<file path="src/rtl/hf_pkg.sv">
package hf_pkg;

  typedef enum logic [1:0] {
    S_IDLE  = 2'd0,
    S_UPPER = 2'd1,
    S_ARMED = 2'd2,
    S_LOWER = 2'd3
  } seq_st_t;

  // Counter preload so that a phase of n cycles ends on the n-th edge.
  function automatic int unsigned phase_load(input int unsigned n);
    return (n == 0) ? 0 : n - 1;
  endfunction

  // Edges from the launching (or write-release) edge to completion.
  function automatic int unsigned conv_latency(input bit wr_mode,
                                               input int unsigned t_up,
                                               input int unsigned t_low);
    return wr_mode ? t_low : t_up + t_low;
  endfunction

  function automatic int unsigned cnt_width(input int unsigned max_val);
    return (max_val < 2) ? 1 : $clog2(max_val + 1);
  endfunction

endpackage

</file>
<file path="src/rtl/hf_strobe_edges.sv">
module hf_strobe_edges #(
  parameter int N = 3
) (
  input  logic         clk,
  input  logic         rst_n,
  input  logic [N-1:0] lvl,
  output logic [N-1:0] fall,
  output logic [N-1:0] rise
);

  logic [N-1:0] prev;

  // Strobes are active low, so the idle history is all ones.
  always_ff @(posedge clk or negedge rst_n) begin
    if (!rst_n) prev <= '1;
    else        prev <= lvl;
  end

  for (genvar i = 0; i < N; i++) begin : g_edge
    assign fall[i] = prev[i] & ~lvl[i];
    assign rise[i] = ~prev[i] & lvl[i];
  end

endmodule

</file>
<file path="src/rtl/hf_down_counter.sv">
module hf_down_counter #(
  parameter int W = 4
) (
  input  logic         clk,
  input  logic         rst_n,
  input  logic         load,
  input  logic [W-1:0] load_val,
  input  logic         en,
  output logic [W-1:0] cnt,
  output logic         zero
);

  always_ff @(posedge clk or negedge rst_n) begin
    if (!rst_n)                   cnt <= '0;
    else if (load)                cnt <= load_val;
    else if (en && (cnt != '0))   cnt <= cnt - 1'b1;
  end

  assign zero = (cnt == '0);

endmodule

</file>
<file path="src/rtl/halfflash_seq.sv">
module halfflash_seq #(
  parameter int NIB_W    = 4,
  parameter int T_UPPER  = 4,
  parameter int T_LOWER  = 3,
  parameter int WAKE_CYC = 6
) (
  input  logic               clk,
  input  logic               rst_n,
  input  logic               cs_n,
  input  logic               rd_n,
  input  logic               wr_n,
  input  logic               mode,
  input  logic               pwrdn,
  input  logic [NIB_W-1:0]   hi_nib,
  input  logic [NIB_W-1:0]   lo_nib,
  output logic [2*NIB_W-1:0] data_out,
  output logic               data_oe,
  output logic               int_n,
  output logic               rdy_pull
);
  import hf_pkg::*;

  localparam int PH_MAX = (T_UPPER > T_LOWER) ? T_UPPER : T_LOWER;
  localparam int PH_W   = cnt_width(PH_MAX);
  localparam int WK_W   = cnt_width(WAKE_CYC);
  localparam logic [PH_W-1:0] LD_UP  = PH_W'(phase_load(T_UPPER));
  localparam logic [PH_W-1:0] LD_LOW = PH_W'(phase_load(T_LOWER));
  localparam logic [WK_W-1:0] LD_WK  = WK_W'(WAKE_CYC);

  // Edge detection on the three strobes: bit 0 cs, bit 1 rd, bit 2 wr.
  logic [2:0] s_fall, s_rise;
  hf_strobe_edges #(.N(3)) u_edges (
    .clk  (clk),
    .rst_n(rst_n),
    .lvl  ({wr_n, rd_n, cs_n}),
    .fall (s_fall),
    .rise (s_rise)
  );

  wire cs_fall = s_fall[0];
  wire cs_rise = s_rise[0];
  wire rd_fall = s_fall[1];
  wire rd_rise = s_rise[1];
  wire wr_fall = s_fall[2];
  wire wr_rise = s_rise[2];

  seq_st_t st;

  // Named internal events
  logic ph_zero, wake_zero;
  logic [PH_W-1:0] ph_cnt;
  logic [WK_W-1:0] wk_cnt;

  wire idle_ok    = (st == S_IDLE) && !pwrdn && wake_zero;
  wire start_rd   = idle_ok && !mode && rd_fall && !cs_n;
  wire start_wr   = idle_ok &&  mode && wr_fall && !cs_n;
  wire start      = start_rd || start_wr;
  wire upper_done = (st == S_UPPER) && ph_zero && !pwrdn;
  wire wr_release = (st == S_ARMED) && wr_rise && !pwrdn;
  wire latch_hi   = upper_done || wr_release;
  wire conv_end   = (st == S_LOWER) && ph_zero && !pwrdn;

  hf_down_counter #(.W(PH_W)) u_phase (
    .clk     (clk),
    .rst_n   (rst_n),
    .load    (start_rd || latch_hi),
    .load_val(start_rd ? LD_UP : LD_LOW),
    .en      ((st == S_UPPER) || (st == S_LOWER)),
    .cnt     (ph_cnt),
    .zero    (ph_zero)
  );

  hf_down_counter #(.W(WK_W)) u_wake (
    .clk     (clk),
    .rst_n   (rst_n),
    .load    (pwrdn),
    .load_val(LD_WK),
    .en      (1'b1),
    .cnt     (wk_cnt),
    .zero    (wake_zero)
  );

  // Sequencer state
  always_ff @(posedge clk or negedge rst_n) begin
    if (!rst_n) begin
      st <= S_IDLE;
    end else if (pwrdn) begin
      st <= S_IDLE;
    end else begin
      unique case (st)
        S_IDLE:  if (start_rd) st <= S_UPPER;
                 else if (start_wr) st <= S_ARMED;
        S_UPPER: if (upper_done) st <= S_LOWER;
        S_ARMED: if (wr_release) st <= S_LOWER;
        S_LOWER: if (conv_end) st <= S_IDLE;
        default: st <= S_IDLE;
      endcase
    end
  end

  // Output register: each nibble has its own capture event.
  logic [2*NIB_W-1:0] data_q;
  always_ff @(posedge clk or negedge rst_n) begin
    if (!rst_n) begin
      data_q <= '0;
    end else begin
      if (latch_hi) data_q[2*NIB_W-1:NIB_W] <= hi_nib;
      if (conv_end) data_q[NIB_W-1:0]       <= lo_nib;
    end
  end

  // Interrupt and ready flags
  logic int_q, rdy_q;
  always_ff @(posedge clk or negedge rst_n) begin
    if (!rst_n) begin
      int_q <= 1'b1;
      rdy_q <= 1'b0;
    end else begin
      if (pwrdn)                             int_q <= 1'b1;
      else if (conv_end)                     int_q <= 1'b0;
      else if (start || cs_rise || rd_rise)  int_q <= 1'b1;

      if (pwrdn || mode)                     rdy_q <= 1'b0;
      else if (cs_fall)                      rdy_q <= 1'b1;
      else if (conv_end || cs_rise)          rdy_q <= 1'b0;
    end
  end

  assign data_out = data_q;
  assign data_oe  = !cs_n && !rd_n;
  assign int_n    = int_q;
  assign rdy_pull = rdy_q;

  // Assertions
  a_r1_end_drops_int: assert property (@(posedge clk) disable iff (!rst_n)
    conv_end |=> !int_n);

  a_r2_rdy_on_select: assert property (@(posedge clk) disable iff (!rst_n)
    (cs_fall && !mode && !pwrdn) |=> rdy_pull);

  a_r2_rdy_release: assert property (@(posedge clk) disable iff (!rst_n)
    (conv_end && !cs_fall) |=> !rdy_pull);

  a_r3_no_rdy_in_wr_mode: assert property (@(posedge clk) disable iff (!rst_n)
    $past(mode) |-> !rdy_pull);

  a_r4_int_returns_high: assert property (@(posedge clk) disable iff (!rst_n)
    ((cs_rise || rd_rise) && !conv_end) |=> int_n);

  a_r8_pd_releases_flags: assert property (@(posedge clk) disable iff (!rst_n)
    pwrdn |=> (int_n && !rdy_pull && (st == S_IDLE)));

  a_r9_no_start_after_pd: assert property (@(posedge clk) disable iff (!rst_n)
    ((WAKE_CYC > 0) && $past(pwrdn)) |-> !start);

endmodule

</file>
<file path="config.mk">
export PLATFORM = sky130hd
export DESIGN_NAME = halfflash_seq
export DESIGN_NICKNAME = d
export VERILOG_FILES = /design/src/rtl/hf_pkg.sv /design/src/rtl/hf_strobe_edges.sv /design/src/rtl/hf_down_counter.sv /design/src/rtl/halfflash_seq.sv
export SDC_FILE = /design/constraint.sdc
export NUM_CORES = 1
export LEC_CHECK = 0
export CORE_MARGIN = 2
export CORE_UTILIZATION = 55
export CTS_BUF_LIST = sky130_fd_sc_hd__clkbuf_8
export CTS_CLUSTER_SIZE = 28
export DETAILED_ROUTE_END_ITERATION = 7
export GPL_TIMING_DRIVEN = 0
export PLACE_DENSITY = 0.95
export SYNTH_ARGS = -nofsm -noshare
export SYNTH_HDL_FRONTEND = slang
export SYNTH_SLANG_ARGS = --single-unit
export TNS_END_PERCENT = 1
</file>
<file path="constraint.sdc">
create_clock -name clk -period 2.7 [get_ports clk]
set_clock_uncertainty 0.15 [all_clocks]
set_input_delay 0.54 -clock clk [delete_from_list [all_inputs] [get_ports clk]]
set_output_delay 0.54 -clock clk [all_outputs]
set_load 0.03 [all_outputs]
</file>
# After elaboration in Yosys (flattened, before gate mapping)
# Index checks and enable logic that the tools add are counted.
# Widths: inputs -> output; s select.
[word_totals] output_inout_bits=11 in_bits=15 elab_cells=85 register_bits=21
[op_classes] add_sub_neg=2 bitwise=12 muxes=18 n_eq_ne=7 reduce_logical=38
[op_table] cell="$logic_and 1x1->1" n=16
[op_table] cell="$mux 2" n=6
[op_table] cell="$mux 3" n=4
[op_table] cell="$reduce_bool 3->1" n=4
[op_table] cell="$ne 3x3->1 const B" n=3
[op_table] cell="$logic_or 1x1->1" n=8
[op_table] cell="$pmux 2 s4" n=1
[op_table] cell="$mux 1" n=7
[op_table] cell="$and 1x1->1" n=6
[op_table] cell="$logic_not 3->1" n=2
[op_table] cell="$not 1->1" n=6
[op_table] cell="$sub 3x1->3 const B" n=2
[op_table] cell="$eq 2x2->1 const B" n=2
[op_table] cell="$logic_not 1->1" n=4
[op_table] cell="$ne 4x4->1 const B" n=1
[op_table] cell="$reduce_and 4->1" n=1
[op_table] cell="$reduce_bool 2->1" n=2
[op_table] cell="$eq 2x1->1 const B" n=1
[op_table] cell="$logic_not 2->1" n=1

# Depth between registers and ports, before layout
# Gate-level depths: netlist (run 1).
[logic_depth] ltp_word=12 ltp_mapped=7 depth_no_buf=7

# By module
# A second synthesis (run 1) with hierarchy kept.
[unflattened] cells_unflattened=107 hier_area_um2=1159.9
[modules_own_cells] module="halfflash_seq" n_inst=1 seq_area_each_um2=301.5 cells_per_inst=60 area_per_inst_um2=663.1
[modules_own_cells] module="hf_down_counter" n_inst=2 seq_area_each_um2=75.1 cells_per_inst=19 area_per_inst_um2=190.2
[modules_own_cells] module="hf_strobe_edges" n_inst=1 seq_area_each_um2=78.8 cells_per_inst=9 area_per_inst_um2=116.4

# Least setup slack after synthesis (run 1)
# OpenSTA, ideal clock, no wires.
[synth_path] path_type="input -> register" startpoint="input pwrdn" endpoint="register st[0]" arrival_ns=1.610 path_stages=5 n_path_buf=1 setup_ns=0.096 path_slack_ns=0.844 required_time_ns=2.454 cell_sequence="buf_6 nor4b_4 nand3_2 mux2_4 a311oi_2"
[synth_via] elab_chain_len=9 elab_cells_between_ends=20 classes_between="eq/ne (4); mux (3); reduce/logical (13)"
[synth_rtl] item="from (decl)" line="halfflash_seq.sv:13" rtl="input logic pwrdn,"
[synth_rtl] item="$logic_not 1->1"
[synth_rtl] item="$logic_and 1x1->1 (2 in series)" line="halfflash_seq.sv:54" rtl="wire idle_ok = (st == S_IDLE) && !pwrdn && wake_zero;"
[synth_rtl] item="$logic_and 1x1->1 (3 in series)" line="halfflash_seq.sv:55" rtl="wire start_rd = idle_ok && !mode && rd_fall && !cs_n;"
[synth_rtl] item="$mux 2" line="halfflash_seq.sv:91" rtl="S_IDLE: if (start_rd) st <= S_UPPER;"
[synth_rtl] item="$pmux 2 s4" line="halfflash_seq.sv:90" rtl="unique case (st)"
[synth_rtl] item="$mux 2" line="halfflash_seq.sv:87" rtl="end else if (pwrdn) begin"
[synth_rtl] item="to (signal assigned)" line="halfflash_seq.sv:88" rtl="st <= S_IDLE;"
[synth_rtl] item="to (signal assigned)" line="halfflash_seq.sv:91"
[synth_rtl] item="to (signal assigned)" line="halfflash_seq.sv:92" rtl="else if (start_wr) st <= S_ARMED;"
[synth_rtl] item="to (decl)" line="halfflash_seq.sv:47" rtl="seq_st_t st;"
# Several ways; a longest one is shown, not always the timed one.
# A chain may end at the register's enable or synchronous reset.

# Worst setup path after layout (run 1)
[layout_path] startpoint="input cs_n" endpoint="output data_oe"
[layout_via] elab_chain_len=2
[layout_rtl] item="from (decl)" line="halfflash_seq.sv:9" rtl="input logic cs_n,"
[layout_rtl] item="$logic_not 1->1" line="halfflash_seq.sv:130" rtl="assign data_oe = !cs_n && !rd_n;"
[layout_rtl] item="$logic_and 1x1->1" line="halfflash_seq.sv:130"
[layout_rtl] item="to (decl)" line="halfflash_seq.sv:17" rtl="output logic data_oe,"
# No other way between the ends.

==> results.md, run 1 <==
* Status: complete, no violations
* Num CTS Buffers at 3
* Internal reg-to-reg setup slack at 0.68 ns
* Placed instance area at between 0.001 and 0.0015 mm²
* Worst reg2reg path depth at 6
* H-tree lvl count at 1
* PortBufs at 24
* Fraction of layout cells with a size suffix above 1 at 0.1825
* Total track usage at 0.2284
* Pre-CTS WS at 0.1202 ns
* Peak VDD IR at approximately 510 µV
* Critical Path End Type: primary output
* Post-synth EDFFs at 0
* CTS tree: done
* Max-slew violation count at 0
* Post-DP HPWL at 1702 µm
* Worst skew pair latency at 0.26 ns
* Clock buffer depth at 2
* Hold Fails Final Rpt at 0
* Seq/Total Area, Yosys at 0.4780
* Critical Path Source: cs_n
* Avg Vias per Cell at 5.431
* Setup TNS at 0 ns
* Global route overflow at 0
* WS Path Type: input port to primary output
* Max-cap viol count at 0
* Post-CTS setup buffers at 0
* Cell count after synthesis at 98
* 1st-pass router iterations at 4
* CTS Sinks at 21
* Die ar. at 0.002393 mm²
* Post-Syn Area at about 0.0011 mm²
* Final setup viols at 0
* Vias at 831
* Routed WL per cell at around 15 µm
* Top-area cell type share of the netlist area at 0.3833
* Leading area contributor after synthesis: dfrtp_1
* Utilization after layout at 0.7365
* Worst-path clk slew at around 0.070 ns
* Yosys warns at 0
* Syn Area/Cell at 11.32 µm²
* RR Startpoint: u_phase.cnt[0]
* Ant diodes at 0
* Count leader, synth: dfrtp_1
* Hold path start: pwrdn
* Die Height at 48.92 µm
* DRT iter0 DRCs at 22
* Leak at 0.6331 nW
* Initial antenna violation count at 0
* ANT nets after route at 0
* Crit path time final at 2.590 ns
* Crit path arrival time at 1.90 ns
* Synth top cells by count: 17 x dfrtp_1, 12 x inv_1, 9 x ha_1
* Starting Density at 0.5715
* Synth top area cells: dfrtp_1 38%, ha_1 10%, dfstp_2 9.5%
* PwrDens at around 550 mW/mm²
* Final wirelength at between 2000 and 2500 µm
* Reg2reg end: data_out[4]
* Routability cong. at between 0.7 and 0.8
* CP required at 2.01 ns
* Crit path launch type: input port
* Netlist cell types at 30
* Most used DFF post-synth: dfrtp_1
* Nets at 151
* PostCTS Resize Cnt at 0
* Final instance area at approximately 0.0014 mm²
* Unrepaired setup endpoints after global routing: false
* Ys async rst share at 1.000
* Cts-stage hold buffer count at 0
* Area of the core at 0.001942 mm²
* Syn nets at 122
* Largest net degree at the start of global routing at 22
* Hold crit path type: input port to flip-flop
* Post-synthesis sequential element count at 21
* Number of remaining DRC errors at 0
* CP endpoint: data_oe
* Global-route wire length before repair at 4119 µm
* Max Freq at 386.1 MHz
* Crit share post-route at 0.9592
* Tightest Pin Transition at 0.8899 ns
* Crit Path Max Fanout at 5
* Max-Slew Margin vs Limit at 0.4049
* Ports at 26
* Die width at 48.92 µm
* Fin worst setup slack at approximately 0.11 ns
* CTS root buf: clkbuf_8
* Area Growth Syn to Fin at 28.86%
* Num rows at 16
* Vias in the first global route at 901
* Hold_ws at 0.3335 ns
==> metal layers <==
| metal | track usage | vias to the layer above | wire (µm) |
|---|---|---|---|
| li1 | - | 392 | - |
| met1 | 0.2837 | 397 | 973 |
| met2 | 0.3721 | 34 | 1160 |
| met3 | 0.04294 | 8 | 129 |
| met4 | 0.1333 | 0 | 80 |
| met5 | 0 | - | 0 |
==> power breakdown <==
group / internal [mW] / total (mW) / switching, mW
clock: 0.103 / 0.205 / 0.102
combinational: 0.0964 / 0.199 / 0.103
sequential: 0.356 / 0.379 / 0.0231
==> per-stage QoR <==
step | total power [mW] | instances
after floorplan | 0.5030 | 98
after global placement | 0.5658 | 149
after detailed placement | 0.5828 | 149
after CTS | 0.7879 | 153
after global routing | 0.8282 | 153
final | 0.7828 | 153
==> cell families after synthesis <==
group           count (synthesis)  share of synthesized area
fa+ha+maj                       9                     0.1015
xor+xnor                        2                    0.01579
mux                             9                    0.09470
simple gates                   26                     0.1488
flops                          21                     0.4780
buf+inv                        13                    0.05073
compound gates                 18                     0.1105
==> state kept, by name, summed over array words and instances (netlist names) <==
register / count
data_out: 8
int_n: 1
rdy_pull: 1
st: 2
u_edges.prev: 3
u_phase.cnt: 3
u_wake.cnt: 3
==> worst max-delay path: stages <==
cell,delay [ns]
clkdlybuf4s50_1,0.54
nor2_1,0.14
clkdlybuf4s50_1,0.68
==> layout make-up <==
type,count,area [µm²]
sequential,21,530.5
multi-input combinational,64,523.0
fill,132,511.7
timing repair buffer,24,240.2
inverter,12,45.04
clock buffer,3,41.29
tap,27,33.78
buffer,1,11.26
clock inverter,1,5.005
==> cells in the final DEF (no fill, tap or decap), types with 3 or more instances in the layout <==
cell and instances:
nand2_1 5, dfrtp_1 17, mux2_2 8, nor2_1 4, clkbuf_8 3, dfstp_2 4, a21oi_1 5, o21ai_0 4
clkdlybuf4s50_1 24, nand2b_1 3, inv_1 12, ha_1 9, nor2b_1 3
==> worst min path at each step <==
stage / end / slack, ns / cells past startpoint
6_report: st[0] / 0.33 / 2
5_1_grt: st[0] / 0.33 / 2
4_1_cts: st[0] / 0.33 / 2
3_5_place_dp: data_out[0] / 0.35 / 1
3_3_place_gp: data_out[6] / 0.34 / 1
2_1_floorplan: data_out[0] / 0.09 / 0
Note: power is estimated with default switching activity, not from simulation.
==> run 2: changes to the inputs <==
--- a/config.mk
+++ b/config.mk
@@ -11,7 +11,7 @@
 export CTS_CLUSTER_SIZE = 28
 export DETAILED_ROUTE_END_ITERATION = 7
 export GPL_TIMING_DRIVEN = 0
-export PLACE_DENSITY = 0.95
+export PLACE_DENSITY_LB_ADDON = 0.15
 export SYNTH_ARGS = -nofsm -noshare
 export SYNTH_HDL_FRONTEND = slang
 export SYNTH_SLANG_ARGS = --single-unit
==> run 2 against run 1 <==
Setup slack improved by 0.022 ns. Power down 1.2%. First-iteration DRC count fell by 86%. Sequential power barely moved. Global-route usage fell by 2.8 points. Critical endpoint unchanged. Core utilization down 0.064 points. Register-to-register slack better by 0.06 ns. Sequential share of layout area about the same.
==> results.md, run 2 (synthesis gave the netlist of run 1 again) <==
* 1st-pass router iterations at 4 (unchanged)
* Critical Path Slowest Stage Cell: clkdlybuf4s50_1 (unchanged)
* Area Growth Syn to Fin at 28.75% (was 28.86%)
* Setup TNS at 0 ns (unchanged)
* Placed instance area at 0.001384 mm² (unchanged)
* Final wirelength at 1982 µm (was 2345 µm)
* Crit path launch type: input port (unchanged)
* Switch share at 0.2854 (was 0.2908)
* Status: complete, no violations (unchanged)
* Internal power at 552.6 µW (was 555.1 µW)
* Worst-path clk slew at 0.08 ns (was 0.07 ns)
* Cts-stage hold buffer count at 0 (unchanged)
* Crit path arrival time at 1.88 ns (was 1.90 ns)
* Pre-CTS WS at 0.1323 ns (was 0.1202 ns)
* Hold crit path type: input port to flip-flop (unchanged)
* Post-CTS setup buffers at 0 (unchanged)
* Worst path top cell family by delay: buffers and inverters (unchanged)
* Max FFs per register at 8 (unchanged)
* Starting Density at 0.5715 (unchanged)
* H-tree lvl count at 1 (unchanged)
* ANT nets after route at 0 (unchanged)
* Peak VDD IR at 474.5 µV (was 508.9 µV)
* CTS root buf: clkbuf_8 (unchanged)
* Crit path largest cell delay at 0.68 ns (about the same)
* Global route overflow at 0 (unchanged)
* Worst Path Buf+Inv at 2 (unchanged)
* Routability cong. at 0.7645 (was 0.7779)
* Total track usage at 0.2005 (was 0.2284)
* Ports at 26 (unchanged)
* Critical Path Most Common Cell: clkdlybuf4s50_1 (unchanged)
* Max-Slew Margin vs Limit at 0.3708 (was 0.4049)
* WS Path Type: input port to primary output (unchanged)
* Post-DP HPWL at 1503 µm (was 1702 µm)
* Tightest Pin Transition at 0.9409 ns (was 0.8899 ns)
* Final setup viols at 0 (unchanged)
* Commonest non-fill, non-tap cell in the layout: clkdlybuf4s50_1 (unchanged)
* Die Height at 48.92 µm (unchanged)
* PwrDens at 541.2 mW/mm² (was 547.3 mW/mm²)
* Hold Fails Final Rpt at 0 (unchanged)
* CTS Sinks at 21 (unchanged)
* Max-cap viol count at 0 (unchanged)
* Max-slew violation count at 0 (unchanged)
* Crit share post-route at 0.9512 (was 0.9592)
* Num CTS Buffers at 3 (unchanged)
* Switch Pwr at 220.7 µW (was 227.6 µW)
* Unrepaired setup endpoints after global routing: false (unchanged)
* Max Freq at 389.4 MHz (was 386.1 MHz)
* Commonest non-fill, non-tap cells in the layout: 24 x clkdlybuf4s50_1, 17 x dfrtp_1, 13 x inv_1, 9 x ha_1, 8 x mux2_2 (was 24 x clkdlybuf4s50_1, 17 x dfrtp_1, 12 x inv_1, 9 x ha_1, 8 x mux2_2)
* CTS tree: done (unchanged)
* Ant diodes at 0 (unchanged)
* Num rows at 16 (unchanged)
* Nets at 151 (unchanged)
* Clock buffer depth at 2 (unchanged)
* Vias at 783 (was 831)
* CP required at 2.01 ns (about the same)
* Routed WL per cell at 12.95 µm (was 15.33 µm)
* Flop pwr share at 0.486 (was 0.484)
* Die width at 48.92 µm (unchanged)
* Initial antenna violation count at 0 (unchanged)
* Clock power share at 0.264 (was 0.262)
* Crit Path Max Fanout at 5 (unchanged)
* Vias in the first global route at 819 (was 901)
* Fin worst setup slack at 0.1319 ns (was 0.1102 ns)
* Final instance area at 0.001429 mm² (was 0.001430 mm²)
* Area of the core at 0.001942 mm² (unchanged)
* Leak at 0.6345 nW (was 0.6331 nW)
* Global-route wire length before repair at 3636 µm (was 4119 µm)
* Crit path cell chain: clkdlybuf4s50_1 -> nor2_1 -> clkdlybuf4s50_1 (unchanged)
* Utilization after layout at 0.7358 (was 0.7365)
* PostCTS Resize Cnt at 0 (unchanged)
* Avg Vias per Cell at 5.118 (was 5.431)
* Combinational power share at 0.251 (was 0.254)
* Number of remaining DRC errors at 0 (unchanged)
* DRT iter0 DRCs at 3 (was 22)
* Die ar. at 0.002393 mm² (unchanged)
* Largest net degree at the start of global routing at 22 (unchanged)
* Crit path time final at 2.568 ns (was 2.590 ns)
* Worst skew pair latency at 0.26 ns (about the same)
* Fraction of layout cells with a size suffix above 1 at 0.1746 (was 0.1825)
* Critical Path End Type: primary output (unchanged)
* PortBufs at 24 (unchanged)
-- run 2: cell types whose count changed in the layout (fill, tap and decap cells not counted) --
| cell | previous run | this run |
|---|---|---|
| clkinv_2 | 1 | 0 |
| inv_1 | 12 | 13 |
-- run 2: path summary, 6_finish.rpt --
check	cells after the start	start	slack (ns)	end
worst min-delay path	2	pwrdn	0.33	st[0]
worst max-delay path	3	cs_n	0.13	data_oe
worst max register to register	6	u_phase.cnt[0]	0.74	data_out[6]
min in group asynchronous	1	rst_n	0.65	u_phase.cnt[0]
worst min register to register	1	data_out[0]	0.36	data_out[0]
max in group asynchronous	1	rst_n	1.17	u_wake.cnt[0]
-- run 2: routing by layer --
| layer | part of all wire | up-vias | global-route usage |
|---|---|---|---|
| met5 | 0 | - | 0 |
| met4 | 0.019 | 0 | 0.08571 |
| met3 | 0.030 | 5 | 0.03374 |
| met2 | 0.48 | 16 | 0.3265 |
| met1 | 0.47 | 367 | 0.2646 |
| li1 | - | 395 | - |
-- run 2: power groups by stage --
stage / clock network, mW / registers, mW / logic (mW)
4_1_cts: 0.209 / 0.376 / 0.197
5_1_grt: 0.224 / 0.382 / 0.221
2_1_floorplan: 0 / 0.401 / 0.102
6_report: 0.204 / 0.376 / 0.194
3_5_place_dp: 0 / 0.381 / 0.196
3_3_place_gp: 0 / 0.380 / 0.187
-- run 2: worst reg2reg max path, cell delays in order, from the launching register on --
cell     delay, ns
dfrtp_1       0.36
inv_1         0.09
ha_1          0.16
ha_1          0.18
nand2_1       0.06
a21oi_1       0.46
mux2_2        0.40
-- run 2: stage by stage --
step                cells  power (mW)  hold WS (ns)
floorplan              98      0.5030       0.09441
global placement      149      0.5666        0.3373
detailed placement    149      0.5776        0.3470
CTS                   153      0.7816        0.3247
global route          153      0.8268        0.3303
finish                153      0.7733        0.3293
-- run 2: layout make-up --
cell class | count | area [µm²]
Fill cell | 155 | 513.0
Buffer | 1 | 11.26
Sequential cell | 21 | 530.5
Timing Repair Buffer | 24 | 240.2
Multi-Input combinational cell | 64 | 523.0
Clock inverter | 1 | 3.754
Inverter | 12 | 45.04
Tap cell | 27 | 33.78
Clock buffer | 3 | 41.29
